<file path="src/rtl/ifs_pkg.sv">
package ifs_pkg;

  localparam int CHAR_W = 6;

  // character codes of the recognised op codes
  localparam logic [CHAR_W-1:0] OPC_ADD  = 6'h31;
  localparam logic [CHAR_W-1:0] OPC_SUB  = 6'h12;
  localparam logic [CHAR_W-1:0] OPC_BRA  = 6'h32;
  localparam logic [CHAR_W-1:0] OPC_MOVE = 6'h24;
  localparam logic [CHAR_W-1:0] OPC_IO   = 6'h29;

  typedef enum logic [1:0] {
    CL_BAD   = 2'd0,
    CL_ARITH = 2'd1,
    CL_MODOP = 2'd2,
    CL_IO    = 2'd3
  } op_class_e;

  function automatic op_class_e op_class(input logic [CHAR_W-1:0] opc);
    case (opc)
      OPC_ADD, OPC_SUB:  return CL_ARITH;
      OPC_BRA, OPC_MOVE: return CL_MODOP;
      OPC_IO:            return CL_IO;
      default:           return CL_BAD;
    endcase
  endfunction

endpackage

</file>
<file path="src/rtl/ifs_ring.sv">
module ifs_ring
  import ifs_pkg::*;
#(
  parameter int ADDR_W     = 16,
  parameter int ADDR_CHARS = 5,
  parameter int CTL_CHARS  = 3,
  parameter int PW         = 4
) (
  input  logic              clk,
  input  logic              rst,
  input  logic              start,
  input  logic [ADDR_W-1:0] start_addr,
  input  logic              ch_valid,
  input  logic              ch_wm,
  input  op_class_e         cls,
  output logic [PW-1:0]     pos,
  output logic              busy,
  output logic [ADDR_W-1:0] rd_addr,
  output logic              done,
  output logic              err_op,
  output logic              err_len,
  output logic [PW-1:0]     len,
  output logic [ADDR_W-1:0] next_addr,
  output logic              clr,
  output logic              ld_op,
  output logic              ld_body,
  output logic              fin_mod
);

  localparam int RING_MAX = 2*ADDR_CHARS + 2;
  localparam logic [PW-1:0] P_END = PW'(RING_MAX);

  logic [PW-1:0]     pos_q, len_q;
  logic              busy_q, done_q, err_op_q, err_len_q;
  logic [ADDR_W-1:0] addr_q, next_q;
  logic [(1<<PW)-1:0] legal_mask;
  logic              take, at_op, at_end, legal, good_end;

  // legal lengths per class; no set holds two adjacent lengths
  always_comb begin
    legal_mask = '0;
    case (cls)
      CL_ARITH: begin
        legal_mask[1]              = 1'b1;
        legal_mask[1+ADDR_CHARS]   = 1'b1;
        legal_mask[1+2*ADDR_CHARS] = 1'b1;
      end
      CL_MODOP: begin
        legal_mask[2]              = 1'b1;
        legal_mask[2+ADDR_CHARS]   = 1'b1;
        legal_mask[2+2*ADDR_CHARS] = 1'b1;
      end
      CL_IO: begin
        legal_mask[2+CTL_CHARS]            = 1'b1;
        legal_mask[2+CTL_CHARS+ADDR_CHARS] = 1'b1;
      end
      default: ;
    endcase
  end

  assign take     = busy_q & ch_valid;
  assign at_op    = (pos_q == '0);
  assign at_end   = (pos_q == P_END);
  assign legal    = legal_mask[pos_q];
  assign good_end = take & ~at_op & ch_wm & legal;

  assign clr     = ~busy_q & start;
  assign ld_op   = take & at_op & ch_wm;
  assign ld_body = take & ~at_op & ~ch_wm & ~at_end;
  assign fin_mod = good_end & ((cls == CL_MODOP) | (cls == CL_IO));

  always_ff @(posedge clk) begin
    if (rst) begin
      pos_q     <= '0;
      len_q     <= '0;
      busy_q    <= 1'b0;
      done_q    <= 1'b0;
      err_op_q  <= 1'b0;
      err_len_q <= 1'b0;
      addr_q    <= '0;
      next_q    <= '0;
    end else begin
      done_q <= 1'b0;
      if (!busy_q) begin
        if (start) begin
          busy_q    <= 1'b1;
          pos_q     <= '0;
          addr_q    <= start_addr;
          len_q     <= '0;
          err_op_q  <= 1'b0;
          err_len_q <= 1'b0;
        end
      end else if (ch_valid) begin
        if (at_op) begin
          if (!ch_wm) begin
            err_op_q <= 1'b1;
            busy_q   <= 1'b0;
            done_q   <= 1'b1;
          end else begin
            pos_q  <= pos_q + 1'b1;
            addr_q <= addr_q + 1'b1;
          end
        end else if (ch_wm) begin
          len_q  <= pos_q;
          busy_q <= 1'b0;
          done_q <= 1'b1;
          if (legal) next_q <= addr_q;
          else       err_len_q <= 1'b1;
        end else if (at_end) begin
          err_len_q <= 1'b1;
          busy_q    <= 1'b0;
          done_q    <= 1'b1;
        end else begin
          pos_q  <= pos_q + 1'b1;
          addr_q <= addr_q + 1'b1;
        end
      end
    end
  end

  assign pos       = pos_q;
  assign busy      = busy_q;
  assign rd_addr   = addr_q;
  assign done      = done_q;
  assign err_op    = err_op_q;
  assign err_len   = err_len_q;
  assign len       = len_q;
  assign next_addr = next_q;

  p_ring_bound_r10: assert property (@(posedge clk) disable iff (rst)
    busy_q |-> (pos_q <= P_END));

  p_done_pulse_r11: assert property (@(posedge clk) disable iff (rst)
    done_q |=> !done_q);

  p_addr_step_r4: assert property (@(posedge clk) disable iff (rst)
    ld_body |=> (addr_q == $past(addr_q) + ADDR_W'(1)));

  p_stall_hold_r4: assert property (@(posedge clk) disable iff (rst)
    (busy_q && !ch_valid) |=> $stable(addr_q));

  p_idle_hold_r2: assert property (@(posedge clk) disable iff (rst)
    (!busy_q && !start) |=> $stable(addr_q));

  p_err_excl_r3: assert property (@(posedge clk) disable iff (rst)
    !(err_op_q && err_len_q));

  p_err_ends_r9: assert property (@(posedge clk) disable iff (rst)
    $rose(err_len_q) |-> (done_q && !busy_q));

endmodule

</file>
<file path="src/rtl/ifs_regs.sv">
module ifs_regs
  import ifs_pkg::*;
#(
  parameter int ADDR_CHARS = 5,
  parameter int CTL_CHARS  = 3,
  parameter int PW         = 4
) (
  input  logic                         clk,
  input  logic                         rst,
  input  logic                         clr,
  input  logic                         ld_op,
  input  logic                         ld_body,
  input  logic                         fin_mod,
  input  logic                         is_io,
  input  logic [PW-1:0]                pos,
  input  logic [CHAR_W-1:0]            ch,
  output logic [CHAR_W-1:0]            op_q,
  output logic [ADDR_CHARS*CHAR_W-1:0] a_q,
  output logic [ADDR_CHARS*CHAR_W-1:0] b_q,
  output logic [CTL_CHARS*CHAR_W-1:0]  ctl_q,
  output logic [CHAR_W-1:0]            mod_q
);

  localparam int AW = ADDR_CHARS*CHAR_W;
  localparam int TW = CTL_CHARS*CHAR_W;
  localparam logic [PW-1:0] P_A_LO  = PW'(1);
  localparam logic [PW-1:0] P_A_HI  = PW'(ADDR_CHARS);
  localparam logic [PW-1:0] P_B_HI  = PW'(2*ADDR_CHARS);
  localparam logic [PW-1:0] P_T_HI  = PW'(CTL_CHARS);
  localparam logic [PW-1:0] P_IA_HI = PW'(CTL_CHARS + ADDR_CHARS);

  logic [CHAR_W-1:0] last_q;
  logic sel_a, sel_b, sel_t;

  // steering by class and ring position, high-order character first
  always_comb begin
    if (is_io) begin
      sel_t = (pos >= P_A_LO) && (pos <= P_T_HI);
      sel_a = (pos >  P_T_HI) && (pos <= P_IA_HI);
      sel_b = 1'b0;
    end else begin
      sel_t = 1'b0;
      sel_a = (pos >= P_A_LO) && (pos <= P_A_HI);
      sel_b = (pos >  P_A_HI) && (pos <= P_B_HI);
    end
  end

  always_ff @(posedge clk) begin
    if (rst || clr) begin
      op_q   <= '0;
      a_q    <= '0;
      b_q    <= '0;
      ctl_q  <= '0;
      mod_q  <= '0;
      last_q <= '0;
    end else begin
      if (ld_op) op_q <= ch;
      if (ld_body) begin
        last_q <= ch;
        if (sel_a) a_q   <= {a_q[AW-CHAR_W-1:0], ch};
        if (sel_b) b_q   <= {b_q[AW-CHAR_W-1:0], ch};
        if (sel_t) ctl_q <= {ctl_q[TW-CHAR_W-1:0], ch};
      end
      if (fin_mod) mod_q <= last_q;
    end
  end

  p_op_hold_r3: assert property (@(posedge clk) disable iff (rst)
    ld_body |=> $stable(op_q));

  p_mod_final_r8: assert property (@(posedge clk) disable iff (rst)
    ld_body |=> $stable(mod_q));

  p_io_no_b_r7: assert property (@(posedge clk) disable iff (rst)
    (ld_body && is_io) |=> $stable(b_q));

endmodule

</file>
<file path="src/rtl/instr_fetch_seq.sv">
module instr_fetch_seq
  import ifs_pkg::*;
#(
  parameter int ADDR_W     = 16,
  parameter int ADDR_CHARS = 5,
  parameter int CTL_CHARS  = 3
) (
  input  logic                         clk,
  input  logic                         rst,
  input  logic                         start,
  input  logic [ADDR_W-1:0]            start_addr,
  input  logic [CHAR_W-1:0]            ch_data,
  input  logic                         ch_wm,
  input  logic                         ch_valid,
  output logic [ADDR_W-1:0]            rd_addr,
  output logic                         rd_en,
  output logic [CHAR_W-1:0]            op_code,
  output logic [ADDR_CHARS*CHAR_W-1:0] a_addr,
  output logic [ADDR_CHARS*CHAR_W-1:0] b_addr,
  output logic [CTL_CHARS*CHAR_W-1:0]  io_ctl,
  output logic [CHAR_W-1:0]            modifier,
  output logic [$clog2(2*ADDR_CHARS+3)-1:0] instr_len,
  output logic [ADDR_W-1:0]            next_addr,
  output logic                         done,
  output logic                         err_op,
  output logic                         err_len
);

  localparam int RING_MAX = 2*ADDR_CHARS + 2;
  localparam int PW       = $clog2(RING_MAX + 1);

  logic [PW-1:0] pos;
  logic          clr, ld_op, ld_body, fin_mod;
  op_class_e     cls;

  assign cls = op_class(op_code);

  ifs_ring #(
    .ADDR_W(ADDR_W), .ADDR_CHARS(ADDR_CHARS), .CTL_CHARS(CTL_CHARS), .PW(PW)
  ) ring_i (
    .clk(clk), .rst(rst), .start(start), .start_addr(start_addr),
    .ch_valid(ch_valid), .ch_wm(ch_wm), .cls(cls),
    .pos(pos), .busy(rd_en), .rd_addr(rd_addr), .done(done),
    .err_op(err_op), .err_len(err_len), .len(instr_len),
    .next_addr(next_addr), .clr(clr), .ld_op(ld_op),
    .ld_body(ld_body), .fin_mod(fin_mod)
  );

  ifs_regs #(
    .ADDR_CHARS(ADDR_CHARS), .CTL_CHARS(CTL_CHARS), .PW(PW)
  ) regs_i (
    .clk(clk), .rst(rst), .clr(clr), .ld_op(ld_op), .ld_body(ld_body),
    .fin_mod(fin_mod), .is_io(cls == CL_IO), .pos(pos), .ch(ch_data),
    .op_q(op_code), .a_q(a_addr), .b_q(b_addr), .ctl_q(io_ctl),
    .mod_q(modifier)
  );

endmodule

</file>
<file path="config.mk">
export PLATFORM = sky130hd
export DESIGN_NAME = instr_fetch_seq
export DESIGN_NICKNAME = d
export VERILOG_FILES = /design/src/rtl/ifs_pkg.sv /design/src/rtl/ifs_ring.sv /design/src/rtl/ifs_regs.sv /design/src/rtl/instr_fetch_seq.sv
export SDC_FILE = /design/constraint.sdc
export NUM_CORES = 1
export LEC_CHECK = 0
export BUFFER_PORTS_ARGS = -buffer_cell sky130_fd_sc_hd__buf_2
export CORE_MARGIN = 10
export CORE_UTILIZATION = 52
export CTS_CLUSTER_SIZE = 20
export DETAILED_ROUTE_END_ITERATION = 10
export PLACE_DENSITY_LB_ADDON = 0.08
export SYNTH_ARGS = -nofsm -noshare
export SYNTH_HDL_FRONTEND = slang
export SYNTH_SLANG_ARGS = --single-unit
</file>
<file path="constraint.sdc">
create_clock -name clk -period 3.4 [get_ports clk]
set_input_delay 0.17 -clock clk [delete_from_list [all_inputs] [get_ports clk]]
set_output_delay 0.17 -clock clk [all_outputs]
set_load 0.05 [all_outputs]
</file>
# After elaboration in Yosys (flattened, before gate mapping)
# Index checks and enable logic that the tools add are counted.
[op_classes]
n_lt_le_gt_ge = 8
div = 0
eq_ne = 19
n_bitwise = 16
addsub = 2
n_mux = 49
n_mul = 0
reduce_logical = 18
shift = 0
[ops]
columns = ["op", "count"]
rows = [
  ["$mux 16", 7],
  ["$mux 4", 11],
  ["$mux 1", 29],
  ["$eq 6x6->1 const B", 4],
  ["$add 16x1->16 const B", 1],
  ["$ne 3x3->1 const B", 5],
  ["$reduce_and 5->1", 3],
  ["$and 1x1->1", 10],
  ["$ne 2x2->1 const B", 5],
  ["$le 4x4->1 const B", 2],
  ["$reduce_and 4->1", 2],
  ["$eq 6x5->1 const B", 1],
  ["$pmux 2 s3", 1],
  ["$reduce_and 2->1", 3],
  ["$lt 4x5->1 const B", 1],
  ["$not 1->1", 5],
  ["$add 4x1->4 const B", 1],
  ["$bmux 1 s4", 1],
  ["$eq 2x2->1 const B", 2],
  ["$eq 4x4->1 const B", 1],
  ["$ge 4x1->1 const B", 1],
  ["$gt 4x2->1 const B", 1],
  ["$gt 4x3->1 const B", 1],
  ["$le 4x2->1 const B", 1],
  ["other kinds (9)", 13],
]
[totals]
memories = 0
register_bits = 140
elab_cells = 126
latch_bits = 0
rom_bits = 0
ram_bits = 0
out_inout_bits = 130

# Longest topological paths before layout
# Gate-level depths: netlist of run 1.
[logic_depth]
word_depth = 12
mapped_depth = 11
ltp_nobuf = 8

# Modules after synthesis
# A second synthesis of run 1 with hierarchy kept.
[unflattened]
cells_unflattened = 687
hier_area_um2 = 6216.0
[modules_own_cells]
columns = ["module", "cells_per_inst", "n_inst", "area_each_um2"]
rows = [
  ["ifs_regs", 391, 1, 3623.5],
  ["ifs_ring", 285, 1, 2503.7],
  ["instr_fetch_seq", 11, 1, 88.8],
]

# Worst setup path before layout of run 1
# OpenSTA, ideal clock, no wires.
[synth_timing]
kind = "flip-flop to flip-flop"
startpoint = "register ring_i.pos_q[0] (netlist: ring_i.pos[0])"
endpoint = "register regs_i.ctl_q[6]"
period_less_slack_ns = 2.384
setup_ns = 0.132
t_required_ns = 3.268
t_arrival_ns = 2.252
path_stages_with_launch = 10
path_slack_ns = 1.016
path_buffers = 4
cell_sequence = "dfxtp_1 clkbuf_1 inv_2 ha_1 clkbuf_1 or4_1 clkbuf_1 clkbuf_1 nand2_1 a21oi_1"
[synth_between]
elab_chain_cells = 6
word_cells_on_any_way = 12
cone_classes = "2 x order compare; 1 x eq/ne; 1 x mux; 5 x bitwise; 3 x reduce/logical"
[synth_lines]
columns = ["item", "line", "rtl"]
rows = [
  ["start: declaration", "ifs_ring.sv:33", "logic [PW-1:0] pos_q, len_q;"],
  ["start signal: assignment", "ifs_ring.sv:100", "pos_q <= pos_q + 1'b1;"],
  ["start signal: assignment", "ifs_ring.sv:114", "pos_q <= pos_q + 1'b1;"],
  ["branches (longest 5 deep; another with $ge 4x1->1)", "n/a", ""],
  ["$reduce_and 2->1 (no source line) (*)", "n/a", ""],
  ["end signal: assignment", "ifs_regs.sv:62", "if (sel_t) ctl_q <= {ctl_q[TW-CHAR_W-1:0], ch};"],
  ["end: declaration", "ifs_regs.sv:20", "output logic [CTL_CHARS*CHAR_W-1:0] ctl_q,"],
]
# Every way passes the cells marked *.
# A chain may end at the register's enable or synchronous reset.

# Final worst setup path of run 1
[layout_timing]
startpoint = "register ring_i.pos_q[0] (netlist: ring_i.pos[0])"
endpoint = "register regs_i.b_q[15]"
[layout_between]
elab_chain_cells = 6
word_cells_on_any_way = 12
cone_classes = "2 x order compare; 1 x eq/ne; 1 x mux; 5 x bitwise; 3 x reduce/logical"
[layout_lines]
columns = ["item", "line", "rtl"]
rows = [
  ["branches (longest 5 deep; another with $gt 4x3->1)", "n/a", ""],
  ["$reduce_and 2->1 (no source line) (*)", "n/a", ""],
  ["end signal: assignment", "ifs_regs.sv:61", "if (sel_b) b_q <= {b_q[AW-CHAR_W-1:0], ch};"],
  ["end: declaration", "ifs_regs.sv:19", "output logic [ADDR_CHARS*CHAR_W-1:0] b_q,"],
]
# Marked as above.

==> flow_summary_export.csv, run 1 <==
group,metric,value,unit
run_status,outcome,"finished clean",
worst_setup_path,reg2reg_slack,0.59,ns
clock_network,cts-root-buf,"clkbuf_16",
yosys,synth_top_cell_by_area,"dfxtp_1",
yosys,synth.area.top_cells,"dfxtp_1 (48%), mux2i_1 (12%), a21oi_1 (6.2%)",
clock_network,cts_sinks,140,
sta,rsz0062_at_grt,"false",
sta,worst_pin_slew,1.29,ns
worst_setup_path,worstSetupStartpointType,"register",
worst_setup_path,cp-end-kind,"register",
clock_network,postCtsResizedCells,0,
drt,drtPass1Iterations,6,
worst_setup_path,crit_arrival,3.11,ns
yosys,synth_common_cells,"dfxtp_1 (140), nor2_1 (96), a21oi_1 (73), mux2i_1 (73), nand2_1 (68)",
drt,drt-total-wl,16.7,mm
global_route,antenna_found_initial,0,
drt,post_drt_via_cell_ratio,5.59,
floorplanning,core_area,10900,um2
yosys,synth_fp_nets,699,
place,io_buffers,156,
sta,max_freq,0.355,GHz
clock_network,clk_pin_slew,0.06,ns
global_route,grt_usage,0.202,
pwr,peakVddDrop,0.440,mV
clock_network,cts_hold_buf,0,
global_route,grt-ovfl-total,0,
sta,period_needed,2.81,ns
global_route,grt_pass1_vias,5114,
sta,slew_headroom,0.132,
place,postPlaceCellArea,6700,um2
worst_setup_path,cp.required,3.70,ns
floorplanning,rows,38,
clock_network,insertion_delay,0.42,ns
yosys,ys_ff_latch,140,
global_route,grt_pass1_wl,26.6,mm
sta,hold_viol_final,0,
yosys,synthArstFlopShare,0,
drt,drtIter0Drc,381,
pwr,p_leak,0.00312,uW
sta,setup_tns,0,ns
floorplanning,die_w,126,um
worst_setup_path,worstRegToRegCells,8,
pwr,power,3840,uW
worst_setup_path,critPathKind,"register to register",
drt,post-route-drc-count,0,
min_path,whs_endpoint,"ring_i.busy$_SDFF_PP0_",
global_route,grt_start_max_net_pins,66,
floorplanning,io_pins,157,
yosys,yosysWarnings,0,
yosys,synth_top_cell_area_share,0.478,
drt,num_vias,5342,
cells_and_area,n_antenna_cell,0,
clock_network,clockBufferDepth,2,
floorplanning,dieArea,15900,um2
sta,clock_skew,0.00887,ns
yosys,synth_cells,667,
worst_setup_path,r2r-start,"ring_i.pos[0]$_SDFFE_PP0P_",
worst_setup_path,cp-startpoint,"ring_i.pos[0]$_SDFFE_PP0P_",
clock_network,cts_tree,"yes",
yosys,ys_types,53,
yosys,ys.flop_type,"dfxtp_1",
sta,fin_crit_sh,0.828,
worst_setup_path,cp_max_fo,19,
drt,drtAntennaViolNets,0,
cells_and_area,final_nets,835,
place,gp_congestion,0.894,
sta,hold_ws,0.0376,ns
cells_and_area,area_growth,24.8,%
place,dp.cells,924,
sta,final-setup-viol-count,0,
cells_and_area,layout-drive-gt1-share,0.252,
min_path,hold_depth,3,
floorplanning,fp.dieH,126,um
pwr,power_density,524,nW/um2
clock_network,cts-buffers-inserted,17,
yosys,netlist_area,5860,um2
min_path,hold_start,"start",
place,dp_hpwl,11.7,mm
yosys,yosysMostFrequentCell,"dfxtp_1",
sta,slew_violations,0,
drt,wl_per_cell,17.4,um
clock_network,htree_levels,4,
min_path,hp-class,"input pin to register",
worst_setup_path,rr_endpoint,"regs_i.b_q[15]$_SDFFE_PP0P_",
clock_network,post_cts.repair.setup_buffers,0,
cells_and_area,finish.instance_area,7310,um2
yosys,ys_seq_area_frac,0.478,
run,drv_cap,0,
cells_and_area,instances_no_fill,956,
yosys,avgSynthCellArea,8.78,um2
floorplanning,start_util,0.536,
yosys,synth-edff-count,0,
==> power by group <==
group / internal (uW) / switching, uW
Combinational: 64.9 / 177
Sequential: 1660 / 33.6
Clock: 1210 / 687
==> worst max-delay path, cell delays in order, from the launching register on <==
cell	delay, ns
dfxtp_1	0.63
inv_2	0.12
ha_1	0.40
nor2_1	0.22
o2bb2ai_1	0.16
nand3_2	0.51
buf_4	0.39
mux2i_1	0.19
nor2_1	0.07
==> registers in the layout, indices dropped and copies added, names as in the netlist <==
signal / cells
ring_i.pos: 4
ring_i.err_len: 1
regs_i.a_q: 30
regs_i.op_q: 6
ring_i.next_addr: 16
ring_i.done: 1
ring_i.err_op: 1
ring_i.len: 4
regs_i.last_q: 6
regs_i.mod_q: 6
ring_i.rd_addr: 16
regs_i.b_q: 30
regs_i.ctl_q: 18
ring_i.busy: 1
==> area by class of cell <==
class	count	area (um2)
Fill cell	946	3620
Multi-Input combinational cell	470	2830
Sequential cell	140	2800
Timing Repair Buffer	165	861
Clock buffer	23	478
Tap cell	140	175
Clock inverter	9	133
Inverter	9	33.8
==> through the flow <==
step | worst slack (ns) | util
2_1_floorplan | 1.02 | -
3_3_place_gp | 0.718 | 0.613
3_5_place_dp | 0.643 | 0.613
4_1_cts | 0.592 | 0.669
5_1_grt | 0.304 | 0.669
6_report | 0.586 | 0.669
==> kinds of logic (layout without fill, tap and decap cells) <==
group / after synthesis / count (layout) / share of synthesized area
AOI/OAI and AO/OA: 148 / 148 / 0.152
buffers and inverters: 57 / 206 / 0.0421
muxes: 73 / 73 / 0.125
DFF: 140 / 140 / 0.478
and+or+nand+nor: 242 / 242 / 0.189
adders and majority gates: 5 / 5 / 0.0107
xor gates and xnor gates: 2 / 2 / 0.00299
==> how the worst max path moves through the flow <==
| stage | to | slack [ns] | depth (start not counted) |
|---|---|---|---|
| after floorplan | regs_i.ctl_q[6]$_SDFFE_PP0P_ | 1.02 | 9 |
| after global placement | ring_i.rd_addr[2]$_SDFFE_PP0P_ | 0.72 | 8 |
| after detailed placement | regs_i.b_q[26]$_SDFFE_PP0P_ | 0.64 | 8 |
| after CTS | regs_i.b_q[15]$_SDFFE_PP0P_ | 0.59 | 8 |
| after global routing | ring_i.rd_addr[14]$_SDFFE_PP0P_ | 0.30 | 8 |
| final | regs_i.b_q[15]$_SDFFE_PP0P_ | 0.59 | 8 |
==> cell usage in the layout (no fill, tap or decap), types with 3 or more instances in the layout <==
cell type / n
a211oi_1: 6
a21oi_1: 73
and2_1: 3
buf_2: 156
buf_4: 8
bufinv_16: 3
clkbuf_1: 3
clkbuf_16: 17
clkbuf_8: 3
dfxtp_1: 140
ha_1: 5
inv_1: 7
mux2i_1: 73
nand2_1: 68
nand2b_1: 7
nand3_1: 18
nand4_1: 23
nor2_1: 96
nor3_1: 8
o2111ai_1: 3
o21ai_0: 17
o21ai_1: 19
o22ai_1: 3
o2bb2ai_1: 3
o32ai_1: 6
==> metal layers <==
metal,global-route usage,up-vias,wire length (um)
met5,0,-,0
met4,0.0616,0,203
met3,0.0726,14,1170
met2,0.322,173,7960
met1,0.249,2540,7350
li1,-,2615,-
No activity file was read; power rests on OpenSTA's default activity.
==> run 2: changes to the inputs <==
- ABC_AREA: not set -> 1
- CORE_UTILIZATION: 52 -> 47
- clock period: 3.4 -> 2.4 ns (I/O delays scaled with it)
==> run 2 against run 1 <==
Effect of this change: combinational power is 120% higher; register-to-register slack got worse by 0.36 ns; sequential power increased by 43%; count of clock-buffer cells in the layout decreased by 3; total power up 54%; global-route usage decreased by 1.9 points; via count increased by 5.3%; fmax up 30%; critical path type unchanged; largest power group unchanged.
==> flow_summary_export.csv, run 2 <==
group,metric,value,unit
cells_and_area,final_common_cell,"nor2_1",
sta,slew_violations,0,
global_route,grt_pass1_vias,5239,
sta,fin_ws,0.230,ns
yosys,synth_common_cells,"nor2_1 (169), dfxtp_1 (140), nand2_1 (107)",
yosys,ys.flop_type,"dfxtp_1",
cells_and_area,fillers,1137,
worst_setup_path,cp-end-kind,"register",
pwr,power_density,783,nW/um2
global_route,grt_pass1_wl,26.4,mm
min_path,hold_start,"start_addr[5]",
worst_setup_path,rr_endpoint,"regs_i.a_q[5]$_SDFFE_PP0P_",
drt,drtIter0Drc,381,
global_route,grt.busiest_layer,"met2",
global_route,grt_start_max_net_pins,41,
cells_and_area,layout-drive-gt1-share,0.231,
clock_network,cts-root-buf,"clkbuf_16",
drt,drtAntennaViolNets,0,
yosys,synth.area.top_cells,"dfxtp_1 (48%), nor2_1 (11%), o21ai_0 (8.1%)",
sta,clock_skew,0.00551,ns
clock_network,insertion_delay,0.41,ns
clock_network,clockBufferDepth,2,
cells_and_area,multi_input_comb_area,2510,um2
global_route,grt_usage,0.182,
place,io_buffers,156,
drt,drt-total-wl,16.2,mm
drt,wl_per_cell,14.2,um
cells_and_area,most-common-layout-cells,"nor2_1 (169), buf_2 (156), dfxtp_1 (140)",
floorplanning,rows,40,
global_route,grt_use_met1,0.224,
sta,max_freq,0.461,GHz
global_route,grt-ovfl-total,0,
yosys,yosysWarnings,0,
yosys,ys_ff_latch,140,
drt,num_vias,5627,
place,dp.cells,1099,
clock_network,clk_pin_slew,0.06,ns
clock_network,cts_tree,"yes",
worst_setup_path,cp_max_fo,40,
cells_and_area,final-seq-area,2800,um2
worst_setup_path,path_buf_inv,2,
place,dp_hpwl,11.6,mm
sta,hold_viol_final,0,
worst_setup_path,crit_slowest_cell,"nor3_1",
sta,worst_pin_slew,0.743,ns
yosys,synthArstFlopShare,0,
global_route,met3_usage,0.0591,
yosys,ys_seq_area_frac,0.482,
worst_setup_path,cp.required,2.70,ns
yosys,synth_cells,799,
sta,final-setup-viol-count,0,
drt,drtPass1Iterations,5,
floorplanning,io_pins,157,
drt,post_drt_via_cell_ratio,4.94,
sta,setup_tns,0,ns
clock_network,htree_levels,4,
place,postPlaceCellArea,6760,um2
floorplanning,die_w,131,um
yosys,yosysMostFrequentCell,"nor2_1",
floorplanning,dieArea,17200,um2
drt,post-route-drc-count,0,
place,post-place-ws,0.208,ns
clock_network,cts-buffers-inserted,17,
min_path,hold_depth,3,
clock_network,cts_sinks,140,
yosys,ys_types,34,
worst_setup_path,crit_arrival,2.47,ns
worst_setup_path,path_cells,"inv_1, nor3_1, o31ai_4, buf_12, o21ai_0, a21oi_1",
sta,period_needed,2.17,ns
min_path,hp-class,"input pin to register",
place,gp_congestion,0.860,
global_route,met2_usage,0.291,
yosys,netlist_area,5820,um2
cells_and_area,finish.instance_area,7520,um2
worst_setup_path,critPathKind,"register to register",
worst_setup_path,reg2reg_slack,0.23,ns
yosys,synth_fp_nets,831,
sta,fin_crit_sh,0.904,
yosys,synth_top_cell_by_area,"dfxtp_1",
worst_setup_path,worstSetupStartpointType,"register",
floorplanning,core_area,12100,um2
sta,rsz0062_at_grt,"false",
run_status,outcome,"finished clean",
yosys,synth-edff-count,0,
global_route,antenna_found_initial,0,
pwr,peakVddDrop,0.398,mV
floorplanning,fp.dieH,131,um
cells_and_area,instances_no_fill,1139,
cells_and_area,reg_top3,"regs_i.a_q x30, regs_i.b_q x30, regs_i.ctl_q x18",
worst_setup_path,worstRegToRegCells,6,
yosys,synth_top_cell_area_share,0.482,
run,drv_cap,0,
floorplanning,start_util,0.482,
cells_and_area,area_growth,29.3,%
min_path,whs_endpoint,"ring_i.rd_addr[5]$_SDFFE_PP0P_",
cells_and_area,post-route-util,0.624,
worst_setup_path,r2r-start,"ring_i.pos[3]$_SDFFE_PP0P_",
cells_and_area,n_antenna_cell,0,
cells_and_area,final_nets,991,
worst_setup_path,path_delay_family,"simple AND/OR/NAND/NOR gates",
worst_setup_path,cp_slowest_stage_delay,0.64,ns
yosys,avgSynthCellArea,7.28,um2
pwr,p_leak,0.00359,uW
sta,slew_headroom,0.501,
[run 2: cell count changes in the layout (fill, tap and decap cells not counted), sizes merged, moves of 4 or more]
cell         previous run  this run
inv                    11        91
nor2                   96       174
o21ai                  36       113
mux2i                  73         0
nand2                  69       111
nand4                  23         3
nand2b                  8         0
buf                   165       172
dlygate4sd3             0         7
xor2                    0         7
o32ai                   6         0
nand3                  19        24
a21oi                  73        69
[run 2: timing repair]
item,4_1_cts,5_1_grt
hold endpoints to repair,7,0
setup endpoints to repair,0,12
resized for setup,0,3
buffers inserted,0,1
hold buffers,7,0
[run 2: tightest hold or removal path: cells and delay by family]
family / cells / cell delay (ns)
AO/OA/AOI/OAI: 1 / 0.08
buffers and inverters: 1 / 0.11
AND/OR/NAND/NOR: 1 / 0.08
[run 2: cell type report]
cell class                      instances  share of cell area
Sequential cell                       140               0.372
Multi-Input combinational cell        529               0.333
Timing Repair Buffer                  179               0.132
Clock buffer                           20              0.0594
Inverter                               92              0.0462
Clock inverter                         11              0.0286
Tap cell                              168              0.0279
[run 2: layer usage]
layer / up-vias / part of all wire
li1: 2889 / -
met1: 2532 / 0.44
met2: 184 / 0.47
met3: 22 / 0.071
met4: 0 / 0.019
met5: - / 0
[run 2: worst max-delay path by stage]
stage | start | endpoint | slack, ns | depth (start not counted)
after global routing | ring_i.pos[1]$_SDFFE_PP0P_ | regs_i.a_q[5]$_SDFFE_PP0P_ | 0.02 | 10
after floorplan | ring_i.pos[0]$_SDFFE_PP0P_ | regs_i.b_q[10]$_SDFFE_PP0P_ | 0.36 | 11
after CTS | ring_i.pos[1]$_SDFFE_PP0P_ | regs_i.a_q[5]$_SDFFE_PP0P_ | 0.13 | 11
after detailed placement | ring_i.pos[1]$_SDFFE_PP0P_ | regs_i.a_q[4]$_SDFFE_PP0P_ | 0.21 | 11
after global placement | ring_i.pos[1]$_SDFFE_PP0P_ | regs_i.a_q[5]$_SDFFE_PP0P_ | 0.27 | 11
final | ring_i.pos[3]$_SDFFE_PP0P_ | regs_i.a_q[5]$_SDFFE_PP0P_ | 0.23 | 6
[run 2: power breakdown]
| part | internal, uW | switching, uW | total [uW] |
|---|---|---|---|
| Sequential | 2370 | 47.5 | 2410 |
| Combinational | 158 | 386 | 543 |
| Clock | 1970 | 964 | 2940 |
[run 2: stage by stage]
step           total power [uW]  hold slack, ns
4_1_cts                    5940          0.0154
6_report                   5890          0.0365
3_3_place_gp               2980           0.362
5_1_grt                    6110          0.0340
3_5_place_dp               2990           0.380
2_1_floorplan              2830           0.255
[run 2: logic make-up after synthesis]
kind of cell,after synthesis,share of synthesized area
and+or+nand+nor,319,0.224
AOI/OAI and AO/OA,197,0.179
DFF,140,0.482
buffers and inverters,131,0.0946
xor gates and xnor gates,7,0.0105
adders and majority gates,5,0.0108
